[src/rtl/dll_tune_pkg.sv]
package dll_tune_pkg;
  localparam int COPIES = 3;

  // strobes from the control stage to the accumulator datapath
  typedef struct packed {
    logic coarseInc;
    logic coarseDec;
    logic fineInc;
    logic fineDec;
    logic fineLoad;
  } tuneStb_t;
endpackage

[src/rtl/dll_tune_tacc.sv]
module dll_tune_tacc #(
  parameter int W = 8
) (
  input  logic         clk,
  input  logic         rst,
  input  logic [W-1:0] thermD,
  output logic [W-1:0] thermFix
);
  localparam logic [W-1:0] MID = {{(W - W/2){1'b0}}, {(W/2){1'b1}}};

  logic [W-1:0] thermQ;
  logic [W+1:0] ext;

  always_ff @(posedge clk) begin
    if (rst) thermQ <= MID;
    else     thermQ <= thermD;
  end

  // out-of-range neighbours: 1 below bit 0, 0 above the top bit
  assign ext = {1'b0, thermQ, 1'b1};

  for (genvar i = 0; i < W; i++) begin : gFix
    assign thermFix[i] = (ext[i] & ext[i+1]) | (ext[i] & ext[i+2]) | (ext[i+1] & ext[i+2]);
  end
endmodule

[src/rtl/dll_tune_dp.sv]
module dll_tune_dp
  import dll_tune_pkg::*;
#(
  parameter int CW = 8,
  parameter int FW = 16
) (
  input  logic          clk,
  input  logic          rst,
  input  tuneStb_t      stb,
  output logic [CW-1:0] coarseCode,
  output logic [FW-1:0] fineCode
);
  localparam logic [FW-1:0] FMID = {{(FW - FW/2){1'b0}}, {(FW/2){1'b1}}};

  logic [CW-1:0] cFix [COPIES];
  logic [FW-1:0] fFix [COPIES];
  logic [CW-1:0] cNext;
  logic [FW-1:0] fNext;

  for (genvar k = 0; k < COPIES; k++) begin : gCo
    dll_tune_tacc #(.W(CW)) u_acc (.clk(clk), .rst(rst), .thermD(cNext), .thermFix(cFix[k]));
  end
  for (genvar k = 0; k < COPIES; k++) begin : gFi
    dll_tune_tacc #(.W(FW)) u_acc (.clk(clk), .rst(rst), .thermD(fNext), .thermFix(fFix[k]));
  end

  assign coarseCode = (cFix[0] & cFix[1]) | (cFix[0] & cFix[2]) | (cFix[1] & cFix[2]);
  assign fineCode   = (fFix[0] & fFix[1]) | (fFix[0] & fFix[2]) | (fFix[1] & fFix[2]);

  always_comb begin
    cNext = coarseCode;
    if (stb.coarseInc && !coarseCode[CW-1])  cNext = {coarseCode[CW-2:0], 1'b1};
    else if (stb.coarseDec && coarseCode[0]) cNext = {1'b0, coarseCode[CW-1:1]};
  end

  always_comb begin
    fNext = fineCode;
    if (stb.fineLoad)                       fNext = FMID;
    else if (stb.fineInc && !fineCode[FW-1]) fNext = {fineCode[FW-2:0], 1'b1};
    else if (stb.fineDec && fineCode[0])    fNext = {1'b0, fineCode[FW-1:1]};
  end
endmodule

[src/rtl/dll_tune_ctl.sv]
module dll_tune_ctl
  import dll_tune_pkg::*;
#(
  parameter int LOCK_RUN = 8
) (
  input  logic     clk,
  input  logic     rst,
  input  logic     coarseUp,
  input  logic     coarseDn,
  input  logic     fineUp,
  input  logic     fineDn,
  input  logic     fineAtEnd,
  output tuneStb_t stb,
  output logic     fineStage,
  output logic     locked
);
  localparam int LCW = $clog2(LOCK_RUN + 1);

  typedef struct packed {
    logic           hasLast;
    logic           lastUp;
    logic [1:0]     revCnt;
    logic [LCW-1:0] lockCnt;
    logic           locked;
  } ctlSt_t;

  ctlSt_t stCp [COPIES];
  logic   stgCp [COPIES];
  ctlSt_t stV, stN;
  logic   stgV, stgN;
  logic   qual, dirUp, rev;

  for (genvar k = 0; k < COPIES; k++) begin : gCp
    ctlSt_t stQ;
    logic   fineStgQ;
    always_ff @(posedge clk) begin
      if (rst) begin
        stQ      <= '0;
        fineStgQ <= 1'b0;
      end else begin
        stQ      <= stN;
        fineStgQ <= stgN;
      end
    end
    assign stCp[k]  = stQ;
    assign stgCp[k] = fineStgQ;
  end

  assign stV  = (stCp[0] & stCp[1]) | (stCp[0] & stCp[2]) | (stCp[1] & stCp[2]);
  assign stgV = (stgCp[0] & stgCp[1]) | (stgCp[0] & stgCp[2]) | (stgCp[1] & stgCp[2]);

  assign qual  = stgV ? (fineUp ^ fineDn) : (coarseUp ^ coarseDn);
  assign dirUp = stgV ? fineUp : coarseUp;
  assign rev   = qual && stV.hasLast && (dirUp != stV.lastUp);

  always_comb begin
    stN  = stV;
    stgN = stgV;
    stb  = '0;
    if (qual) begin
      stN.hasLast = 1'b1;
      stN.lastUp  = dirUp;
    end
    if (!stgV) begin
      stb.coarseInc = qual && dirUp;
      stb.coarseDec = qual && !dirUp;
      if (qual) stN.revCnt = rev ? stV.revCnt + 2'd1 : 2'd0;
      if (rev && stV.revCnt == 2'd1) begin
        stgN         = 1'b1;
        stN.hasLast  = 1'b0;
        stN.revCnt   = 2'd0;
        stb.fineLoad = 1'b1;
      end
    end else begin
      stb.fineInc = qual && dirUp;
      stb.fineDec = qual && !dirUp;
      if (qual) begin
        if (!rev) stN.lockCnt = '0;
        else if (stV.lockCnt != LCW'(LOCK_RUN)) stN.lockCnt = stV.lockCnt + LCW'(1);
        if (rev && stV.lockCnt == LCW'(LOCK_RUN - 1)) stN.locked = 1'b1;
      end
      if (fineAtEnd) begin
        stN.locked  = 1'b0;
        stN.lockCnt = '0;
      end
    end
  end

  assign fineStage = stgV;
  assign locked    = stV.locked;
endmodule

[src/rtl/dll_tune_ctrl.sv]
module dll_tune_ctrl
  import dll_tune_pkg::*;
#(
  parameter int CW       = 8,
  parameter int FW       = 16,
  parameter int LOCK_RUN = 8
) (
  input  logic          clk,
  input  logic          rst,
  input  logic          coarseUp,
  input  logic          coarseDn,
  input  logic          fineUp,
  input  logic          fineDn,
  output logic [CW-1:0] coarseCode,
  output logic [FW-1:0] fineCode,
  output logic          locked
);
  tuneStb_t stb;
  logic     fineStage;
  logic     fineAtEnd;

  assign fineAtEnd = (&fineCode) | ~(|fineCode);

  dll_tune_ctl #(.LOCK_RUN(LOCK_RUN)) u_ctl (
    .clk(clk), .rst(rst),
    .coarseUp(coarseUp), .coarseDn(coarseDn), .fineUp(fineUp), .fineDn(fineDn),
    .fineAtEnd(fineAtEnd), .stb(stb), .fineStage(fineStage), .locked(locked)
  );

  dll_tune_dp #(.CW(CW), .FW(FW)) u_dp (
    .clk(clk), .rst(rst), .stb(stb), .coarseCode(coarseCode), .fineCode(fineCode)
  );
endmodule

[config.mk]
export PLATFORM = sky130hd
export DESIGN_NAME = dll_tune_ctrl
export DESIGN_NICKNAME = d
export VERILOG_FILES = /design/src/rtl/dll_tune_pkg.sv /design/src/rtl/dll_tune_tacc.sv /design/src/rtl/dll_tune_dp.sv /design/src/rtl/dll_tune_ctl.sv /design/src/rtl/dll_tune_ctrl.sv
export SDC_FILE = /design/constraint.sdc
export NUM_CORES = 1
export LEC_CHECK = 0
export ABC_AREA = 1
export BUFFER_PORTS_ARGS = -buffer_cell sky130_fd_sc_hd__buf_4
export CORE_MARGIN = 2
export CORE_UTILIZATION = 35
export DETAILED_ROUTE_END_ITERATION = 6
export PLACE_DENSITY_LB_ADDON = 0.12
export SETUP_SLACK_MARGIN = 0.3
export SLEW_MARGIN = 20
export SYNTH_ARGS = -nofsm -noshare
export SYNTH_HDL_FRONTEND = slang
export SYNTH_SLANG_ARGS = --single-unit
[constraint.sdc]
create_clock -name clk -period 1.7 [get_ports clk]
set_input_delay 0.34 -clock clk [delete_from_list [all_inputs] [get_ports clk]]
set_output_delay 0.34 -clock clk [all_outputs]
set_load 0.02 [all_outputs]
==> out/results.txt <==
Status - complete, no violations
Pins Over Slew Limit - 0
Synth warn - 0
Critical path cell sequence - inv_1, nand2_2, nand2_4, nor2_2, nand2_1, nor2_1, nand2_1, buf_4, nand4_1, nand2_4, nand2_1, nand2_1, nor2_1
Largest cells by area after synthesis - dfxtp_1 33%, nand2_1 16%, inv_1 8.4%
CTS Buf Count - 5
GPL Wtd Cong - 0.814
Avg WL per Cell - 13.4 um
Overflow after GRT - 0
Commonest non-fill, non-tap cells in the layout - 43 x buf_4, 41 x buf_6, 33 x nand2_1
Total track usage - 20.2%
Pre-Repair DR Iteration Count - 4
Fmax - 0.593 GHz
Row count - 27
Post-DRT Antenna Nets - 0
Ratio of cells with drive above 1 in the final layout - 59.2%
First-pass GRT wire length - 10,300 um
Total power per unit cell area - 466 nW/um^2
Worst setup SP type - register
#FFs+latches synth - 34
Root Driver - clkbuf_8
Register area - 751 um^2
DRC violation total after the first TritonRoute iteration - 112
Antenna violations before repair - 0
Die Span Y - 80.5 um
Post-DP HPWL - 4100 um
Net Count, Synth - 337
Avg Cell Area, Syn - 6.25 um^2
Largest net degree at the start of global routing - 18
Crit path kind - reg -> reg
Synth Cell Area - 2050 um^2
H-tree depth - 2
Worst-skew pair later-pin latency - 0.29 ns
Commonest non-fill, non-tap cell in the layout - buf_4
Vias in the first global route - 2,322
DRT Wirelength - 6560 um
Sequential area share after synthesis - 33.2%
Total power - 1.76 mW
DRC Markers - 0
Delay of the slowest critical-path stage - 0.43 ns
Slew @ Worst Pin - 0.409 ns
Top FF cell, synth - dfxtp_1
Syn-to-layout area delta - 84.2%
Area of the multi-input gates - 1820 um^2
Final setup fails - 0
Worst Path Max Fanout - 8
CTS tree - yes
Rel. slew slack - 72.7%
Max Root-Sink Buffers - 2
IO buf count - 30
Unrepaired setup endpoints after global routing - yes
Critical path arrival - 1.92 ns
Crit path max-delay family - simple AND/OR/NAND/NOR gates
Fin. Hold Viols - 0
Syn Inst Count - 328
Worst Setup End Kind - register
Via count - 2,475
Die width - 80.5 um
Peak VDD IR - 0.409 mV
Die ar. - 6490 um^2
Layout Skew - 0.00572 ns
Post-synth top area cell - dfxtp_1
HP Class - in -> reg
Slowest CP cell - dfxtp_4
WHS - 0.293 ns
Final period utilization - 99.3%
CTS Hold Buffers Added - 0
Critical Path RT - 1.93 ns
Clock sink count - 34
Core Footprint - 5570 um^2
Fill cells - 458
Synth top area share - 33.2%
Initial Util - 36.8%
Number of flops mapped to enable cells by yosys - 0
I/O pin count - 31
Ant. Diodes - 0
Async set-reset flop share out of synthesis - 0%
Vias/cell - 5.06
CP most frequent cell - nand2_1
Synth cell types - 30
Static Leakage - 1.87 nW
Buf/Inv on CP - 2
Max-Cap Viols - 0
Final net count - 425
Post-route minimum period - 1.69 ns
Register clock-pin slew on the reported worst setup and hold paths - 0.07 ns
==> report_power, final <==
part	internal, mW	switching [mW]	leakage, nW
logic	0.174	0.186	1.54
registers	0.797	0.0278	0.283
clock network	0.282	0.296	0.0426
total	1.25	0.510	1.87
==> path summary, 6_finish.rpt <==
check / startpoint / end / slack (ns) / depth (start not counted)
max: u_dp.gFi[0].u_acc.thermQ[6] / u_ctl.gCp[0].stQ[1] / 0.01 / 13
max reg2reg: u_dp.gFi[0].u_acc.thermQ[6] / u_ctl.gCp[0].stQ[1] / 0.01 / 13
min reg2reg: u_ctl.gCp[0].stQ[6] / u_ctl.gCp[0].stQ[6] / 0.47 / 2
min: rst / u_ctl.gCp[0].fineStgQ / 0.29 / 2
==> state kept, by name, summed over array words and instances, names as in the netlist <==
register,count
u_ctl.gCp.fineStgQ,1
u_ctl.gCp.stQ,9
u_dp.gCo.u_acc.thermQ,8
u_dp.gFi.u_acc.thermQ,16
==> final cells by class <==
class                      instances  share of cell area (%)
sequential                        34                    19.9
timing repair inverter             2                   0.431
timing repair buffer              85                    21.2
tap                               72                    2.38
clock buffer                       6                    1.92
clock inverter                     2                   0.232
multi-input combinational        240                    48.1
inverter                          48                    5.90
==> through the flow <==
stage                     setup WS, ns  cell area [um^2]  std cells   TNS (ns)  utilization (%)
after floorplan                  0.242              2400        328          0                -
after global placement          0.0108              2830        445          0             50.8
after detailed placement     -0.000436              2830        445  -0.000436             50.8
after CTS                        0.102              3370        478          0             60.5
after global routing            -0.161              3780        489     -0.590             67.8
final                           0.0127              3780        489          0             67.8
==> kinds of logic after synthesis <==
| group | share of synthesized area (%) |
|---|---|
| xor+xnor | 1.28 |
| fa+ha+maj | 2.81 |
| flops | 33.2 |
| buf+inv | 10.1 |
| simple gates | 31.7 |
| compound gates | 20.9 |
==> synthesized netlist by cell type (3+ instances only) <==
cell and count:
inv_1 46, dfxtp_1 34, nor2_1 42, nor3_1 4, ha_1 3, a21oi_1 27
o21ai_0 28, clkbuf_1 5, nand2_1 85, o211ai_1 9, nand3_1 19
==> timing repair <==
action | CTS | global route
pin swaps | 36 | 43
resized for setup | 103 | 106
endpoints found under the setup margin | 46 | 51
cloned | 3 | 0
setup buffers | 22 | 11
==> layer usage <==
layer / up-vias / track usage [%] / wire length (um)
met5: - / 0 / 0
met3: 13 / 3.37 / 216
li1: 1258 / - / -
met1: 1156 / 24.9 / 2820
met4: 0 / 6.44 / 112
met2: 48 / 35.8 / 3420
No activity file was read; power rests on OpenSTA's default activity.
